$ cat config.mk
export PLATFORM = sky130hd
export DESIGN_NAME = fp_status_tracker
export DESIGN_NICKNAME = d
export VERILOG_FILES = /design/src/rtl/fpst_pkg.sv /design/src/rtl/fpst_cause_gen.sv /design/src/rtl/fpst_next.sv /design/src/rtl/fpst_ctrl_decode.sv /design/src/rtl/fp_status_tracker.sv
export SDC_FILE = /design/constraint.sdc
export NUM_CORES = 1
export LEC_CHECK = 0
export BUFFER_PORTS_ARGS = -buffer_cell sky130_fd_sc_hd__buf_2
export CAP_MARGIN = 40
export CELL_PAD_IN_SITES_DETAIL_PLACEMENT = 1
export CELL_PAD_IN_SITES_GLOBAL_PLACEMENT = 1
export CORE_UTILIZATION = 26
export CTS_CLUSTER_DIAMETER = 40
export DETAILED_ROUTE_END_ITERATION = 12
export PLACE_DENSITY = 0.86
export RECOVER_POWER = 100
export SKIP_LAST_GASP = 1
export SYNTH_ARGS = -nofsm -noshare
export SYNTH_HDL_FRONTEND = slang
export SYNTH_HIERARCHICAL = 1
export SYNTH_SLANG_ARGS = --single-unit
$ cat constraint.sdc
create_clock -name clk -period 0.8 [get_ports clk]
set_clock_uncertainty 0.05 [all_clocks]
set_input_delay 0.16 -clock clk [delete_from_list [all_inputs] [get_ports clk]]
set_output_delay 0.16 -clock clk [all_outputs]
set_load 0.005 [all_outputs]
$ cat src/rtl/fpst_pkg.sv
package fpst_pkg;
  localparam int EXC_N     = 5;
  localparam int RM_W      = 2;
  localparam int RM_LSB    = 0;
  localparam int FLAG_LSB  = RM_LSB + RM_W;
  localparam int EN_LSB    = FLAG_LSB + EXC_N;
  localparam int CAUSE_LSB = EN_LSB + EXC_N;
  localparam int FLUSH_BIT = CAUSE_LSB + EXC_N;
  localparam int RSVD_W    = 2;
  localparam int REG_W     = FLUSH_BIT + 1 + RSVD_W;
  localparam int CODE_W    = 12;

  localparam logic [REG_W-1:0]  WRITABLE   = {{RSVD_W{1'b0}}, {(FLUSH_BIT+1){1'b1}}};
  localparam logic [RM_W-1:0]   RM_TOWARD0 = 2'b01;
  localparam logic [CODE_W-1:0] FP_TRAP_CODE = 12'h120;

  typedef enum int {
    EXC_INEXACT  = 0,
    EXC_UNDERFLW = 1,
    EXC_OVERFLW  = 2,
    EXC_DIVZERO  = 3,
    EXC_INVALID  = 4
  } exc_bit_e;
endpackage

$ cat src/rtl/fpst_cause_gen.sv
module fpst_cause_gen
  import fpst_pkg::*;
(
  input  logic [EXC_N-1:0] raw,
  input  logic             approx,
  output logic [EXC_N-1:0] eff
);
  logic none_raised;
  assign none_raised = ~|raw;

  for (genvar i = 0; i < EXC_N; i++) begin : g_bit
    if (i == int'(EXC_INEXACT)) begin : g_inx
      assign eff[i] = raw[i] | (approx & none_raised);
    end else begin : g_oth
      assign eff[i] = raw[i];
    end
  end
endmodule

$ cat src/rtl/fpst_next.sv
module fpst_next
  import fpst_pkg::*;
(
  input  logic [REG_W-1:0] cur,
  input  logic             op_done,
  input  logic [EXC_N-1:0] eff,
  input  logic             wr_en,
  input  logic [REG_W-1:0] wr_data,
  input  logic [REG_W-1:0] wr_mask,
  output logic [REG_W-1:0] nxt,
  output logic             trap_nxt
);
  logic [EXC_N-1:0] en_f, flag_f;
  assign en_f   = cur[EN_LSB +: EXC_N];
  assign flag_f = cur[FLAG_LSB +: EXC_N];

  always_comb begin
    nxt      = cur;
    trap_nxt = 1'b0;
    if (wr_en) begin
      nxt = ((cur & ~wr_mask) | (wr_data & wr_mask)) & WRITABLE;
    end else if (op_done) begin
      nxt[CAUSE_LSB +: EXC_N] = eff;
      nxt[FLAG_LSB +: EXC_N]  = flag_f | eff;
      trap_nxt                = |(eff & en_f);
    end
  end
endmodule

$ cat src/rtl/fpst_ctrl_decode.sv
module fpst_ctrl_decode
  import fpst_pkg::*;
(
  input  logic [REG_W-1:0] cur,
  output logic             rnd_to_zero,
  output logic             flush_denorm
);
  assign rnd_to_zero  = (cur[RM_LSB +: RM_W] == RM_TOWARD0);
  assign flush_denorm = cur[FLUSH_BIT];
endmodule

$ cat src/rtl/fp_status_tracker.sv
module fp_status_tracker
  import fpst_pkg::*;
(
  input  logic              clk,
  input  logic              rst_n,
  input  logic              op_done,
  input  logic [EXC_N-1:0]  op_flags,
  input  logic              op_approx,
  input  logic              wr_en,
  input  logic [REG_W-1:0]  wr_data,
  input  logic [REG_W-1:0]  wr_mask,
  output logic [REG_W-1:0]  status,
  output logic              rnd_to_zero,
  output logic              flush_denorm,
  output logic              trap_req,
  output logic [CODE_W-1:0] trap_code
);
  logic [REG_W-1:0] stat_q, stat_d;
  logic [EXC_N-1:0] eff;
  logic             trap_q, trap_d;

  fpst_cause_gen u_cause (
    .raw    (op_flags),
    .approx (op_approx),
    .eff    (eff)
  );

  fpst_next u_next (
    .cur      (stat_q),
    .op_done  (op_done),
    .eff      (eff),
    .wr_en    (wr_en),
    .wr_data  (wr_data),
    .wr_mask  (wr_mask),
    .nxt      (stat_d),
    .trap_nxt (trap_d)
  );

  fpst_ctrl_decode u_dec (
    .cur          (stat_q),
    .rnd_to_zero  (rnd_to_zero),
    .flush_denorm (flush_denorm)
  );

  always_ff @(posedge clk or negedge rst_n) begin
    if (!rst_n) begin
      stat_q <= '0;
      trap_q <= 1'b0;
    end else begin
      stat_q <= stat_d;
      trap_q <= trap_d;
    end
  end

  assign status    = stat_q;
  assign trap_req  = trap_q;
  assign trap_code = trap_q ? FP_TRAP_CODE : '0;
endmodule

==> impl_results.md <==
* Run status: finished with violations
* Failing checks: hold timing, setup timing
* Reg-to-reg slack, setup at -220 ps
* Clock H-tree levels at 1
* Ports at 85
* R2R depth at 2
* Synth cell types at 21
* Die area at 4790 um2
* TritonCTS Buffers at 3
* Post-Synth XOR/XNOR Area at 0
* CTS tree: yes
* Worst Path Required at 590 ps
* Min Hold Slack at -180 ps
* Max cap viols at 0
* Post-Synth Simple-Gate Area at 0.0682
* Share of post-route cells with drive strength above 1 at 0.613
* Overall power at 0.00295 W
* Area of the multi-input gates at 571 um2
* Diodes inserted at 0
* Area Overhead vs Synth at 51.9%
* Routed met1 length at 1350 um
* Area contributors post-synth: dfrtp_1 45%, mux2i_1 17%, buf_4 11%
* Most common cell after layout, fill and taps aside: buf_2
* RSZ-0062 raised after global routing: yes
* Routed wire length at 3300 um
* Initial antenna violation count at 0
* WP data arrival at 910 ps
* Top layer in use: met4
* Avg Inst Size Synth at 12.0 um2
* Warnings from Yosys at 6
* R2R Path Start: status[10]
* Die X at 69.2 um
* Vias in the first global route at 1116
* Rel. slew slack at 0.634
* Least-Margin Pin Slew at 549 ps
* Global-route wire length before repair at 5370 um
* Post-synthesis sequential area ratio at 0.447
* Drc violations at 0
* Peak VDD IR at 0.000678 V
* Peak Freq at 897 MHz
* Pin count of the biggest net entering global routing at 22
* Final hold violation count at 21
* Period utilisation layout at 1.39
* Main combinational cell family by area after synthesis: multiplexers
* Worst setup path start: status[1]
* Core area at 4350 um2
* TritonCTS Sinks at 21
* GPL Wtd Cong at 0.710
* IO Port Bufs at 70
* Power Dens Cells at 1650 nW/um2
* Antenna-violating nets left at 0
* #FFs+latches synth at 21
* Final instance area at 1780 um2
* Initial Util at 0.270
* Wire length per cell at 14.1 um
* Placed cell areas at 1560 um2
* CTS max path bufs at 2
* Post-synthesis cell count at 98
* Cell count after placement at 217
* TritonRoute pass-1 iters at 4
* Leakage at 0.961 nW
* Complex-gate fraction of the synthesized area at 0.0788
* CP Max Fanout at 3
* CP startpoint kind: flip-flop
* Hold Crit Class: input port to async pin
* Commonest cells after routing, fill and taps aside: 65 x buf_2, 21 x dfrtp_1, 20 x mux2i_1
* Clock latency on the worst-skew pair at 260 ps
* Setup crit end kind: output port
* Mapped Area at 1170 um2
* DPL Wire Length at 2490 um
* Post-route minimum period at 1120 ps
* Vias at 1040
* FILL cells at 514
* Final Non-Filler Cells at 233
* Reg-to-reg endpoint: trap_req
* Setup-failing EPs final at 44
* GRT Residual Overflow at 0
* Type of the worst setup path: flip-flop to output port
* Fin worst setup slack at -315 ps
* Layout Utilization at 0.410
* Yosys top cell area share at 0.447
* Row cnt at 24
* DR WL met2 at 1750 um
* Via/cell ratio at 4.46
* Pins Over Slew Limit at 0
* Tot GR Track Use at 0.142
* Area leader, netlist: dfrtp_1
* Root Driver: clkbuf_8
* Die height at 69.2 um
* Initial drt markers at 25
* Post-synthesis mux area share at 0.250
* Post-Synth Adder-Cell Area at 0
* Clk slew on worst S/H paths at 80 ps
* Seq. cell area at 526 um2
* Routed wl met3 at 176 um
* Nets at 232
[metrics by stage]
stage                     worst slack, ps  setup TNS, ps  hold WS (ps)
after floorplan                      -384          -1400          -186
after global placement               -596          -4680          97.7
after detailed placement             -676          -5340           106
after CTS                            -325          -7710          -181
after global routing                 -354          -9000          -141
final                                -315          -7510          -180
[layout make-up]
| type | instances | area share |
|---|---|---|
| Timing Repair Buffer | 91 | 0.324 |
| Sequential cell | 21 | 0.295 |
| Tap cell | 52 | 0.0365 |
| Clock buffer | 4 | 0.0252 |
| Multi-Input combinational cell | 65 | 0.320 |
[worst max-delay path by stage]
stage / endpoint
2_1_floorplan: status[12]
3_3_place_gp: trap_req
3_5_place_dp: status[12]
4_1_cts: rnd_to_zero
5_1_grt: trap_req
6_report: rnd_to_zero
[logic make-up after synthesis]
group                  count (synthesis)
and+or+nand+nor                       13
buffers and inverters                 21
other                                  1
muxes                                 28
DFF                                   21
AOI/OAI and AO/OA                     14
[registers in the layout (all words and copies together), names as in the netlist]
signal and cells:
trap_req 1, status 20
[power by group]
group / internal, W / total (W) / switching, W / leakage, nW
logic: 0.000590 / 0.000944 / 0.000353 / 0.692
registers: 0.00119 / 0.00130 / 0.000104 / 0.246
clock network: 0.000355 / 0.000707 / 0.000352 / 0.0228
total: 0.00214 / 0.00295 / 0.000810 / 0.961
[synthesized netlist by cell type]
master / number
a222oi_1: 1
nand2_1: 7
nand2b_1: 1
buf_6: 1
nor2b_1: 2
or4b_1: 1
mux2_4: 1
mux2_1: 7
a22oi_1: 1
a211oi_1: 5
buf_2: 1
buf_8: 1
a21oi_1: 6
nand2_4: 1
nor2b_4: 1
dfrtp_1: 21
conb_1: 1
buf_4: 17
buf_12: 1
mux2i_1: 20
o21bai_1: 1
[worst max-delay path, cell delays in order, from the launching register on]
cell	delay, ps
dfrtp_1	430
nor2b_4	110
buf_2	110
[routing by layer]
| layer | track usage | vias to the layer above |
|---|---|---|
| met2 | 0.254 | 52 |
| li1 | - | 486 |
| met4 | 0.0431 | 0 |
| met3 | 0.0291 | 2 |
| met5 | 0 | - |
| met1 | 0.171 | 500 |
[timing repair]
action | 4_1_cts | 5_1_grt
endpoints found under the hold margin | 21 | 21
setup endpoints to repair | 41 | 44
gates resized for setup | 15 | 5
pin swaps | 11 | 6
buffers inserted | 12 | 0
Note: power is estimated with default switching activity, not from simulation.
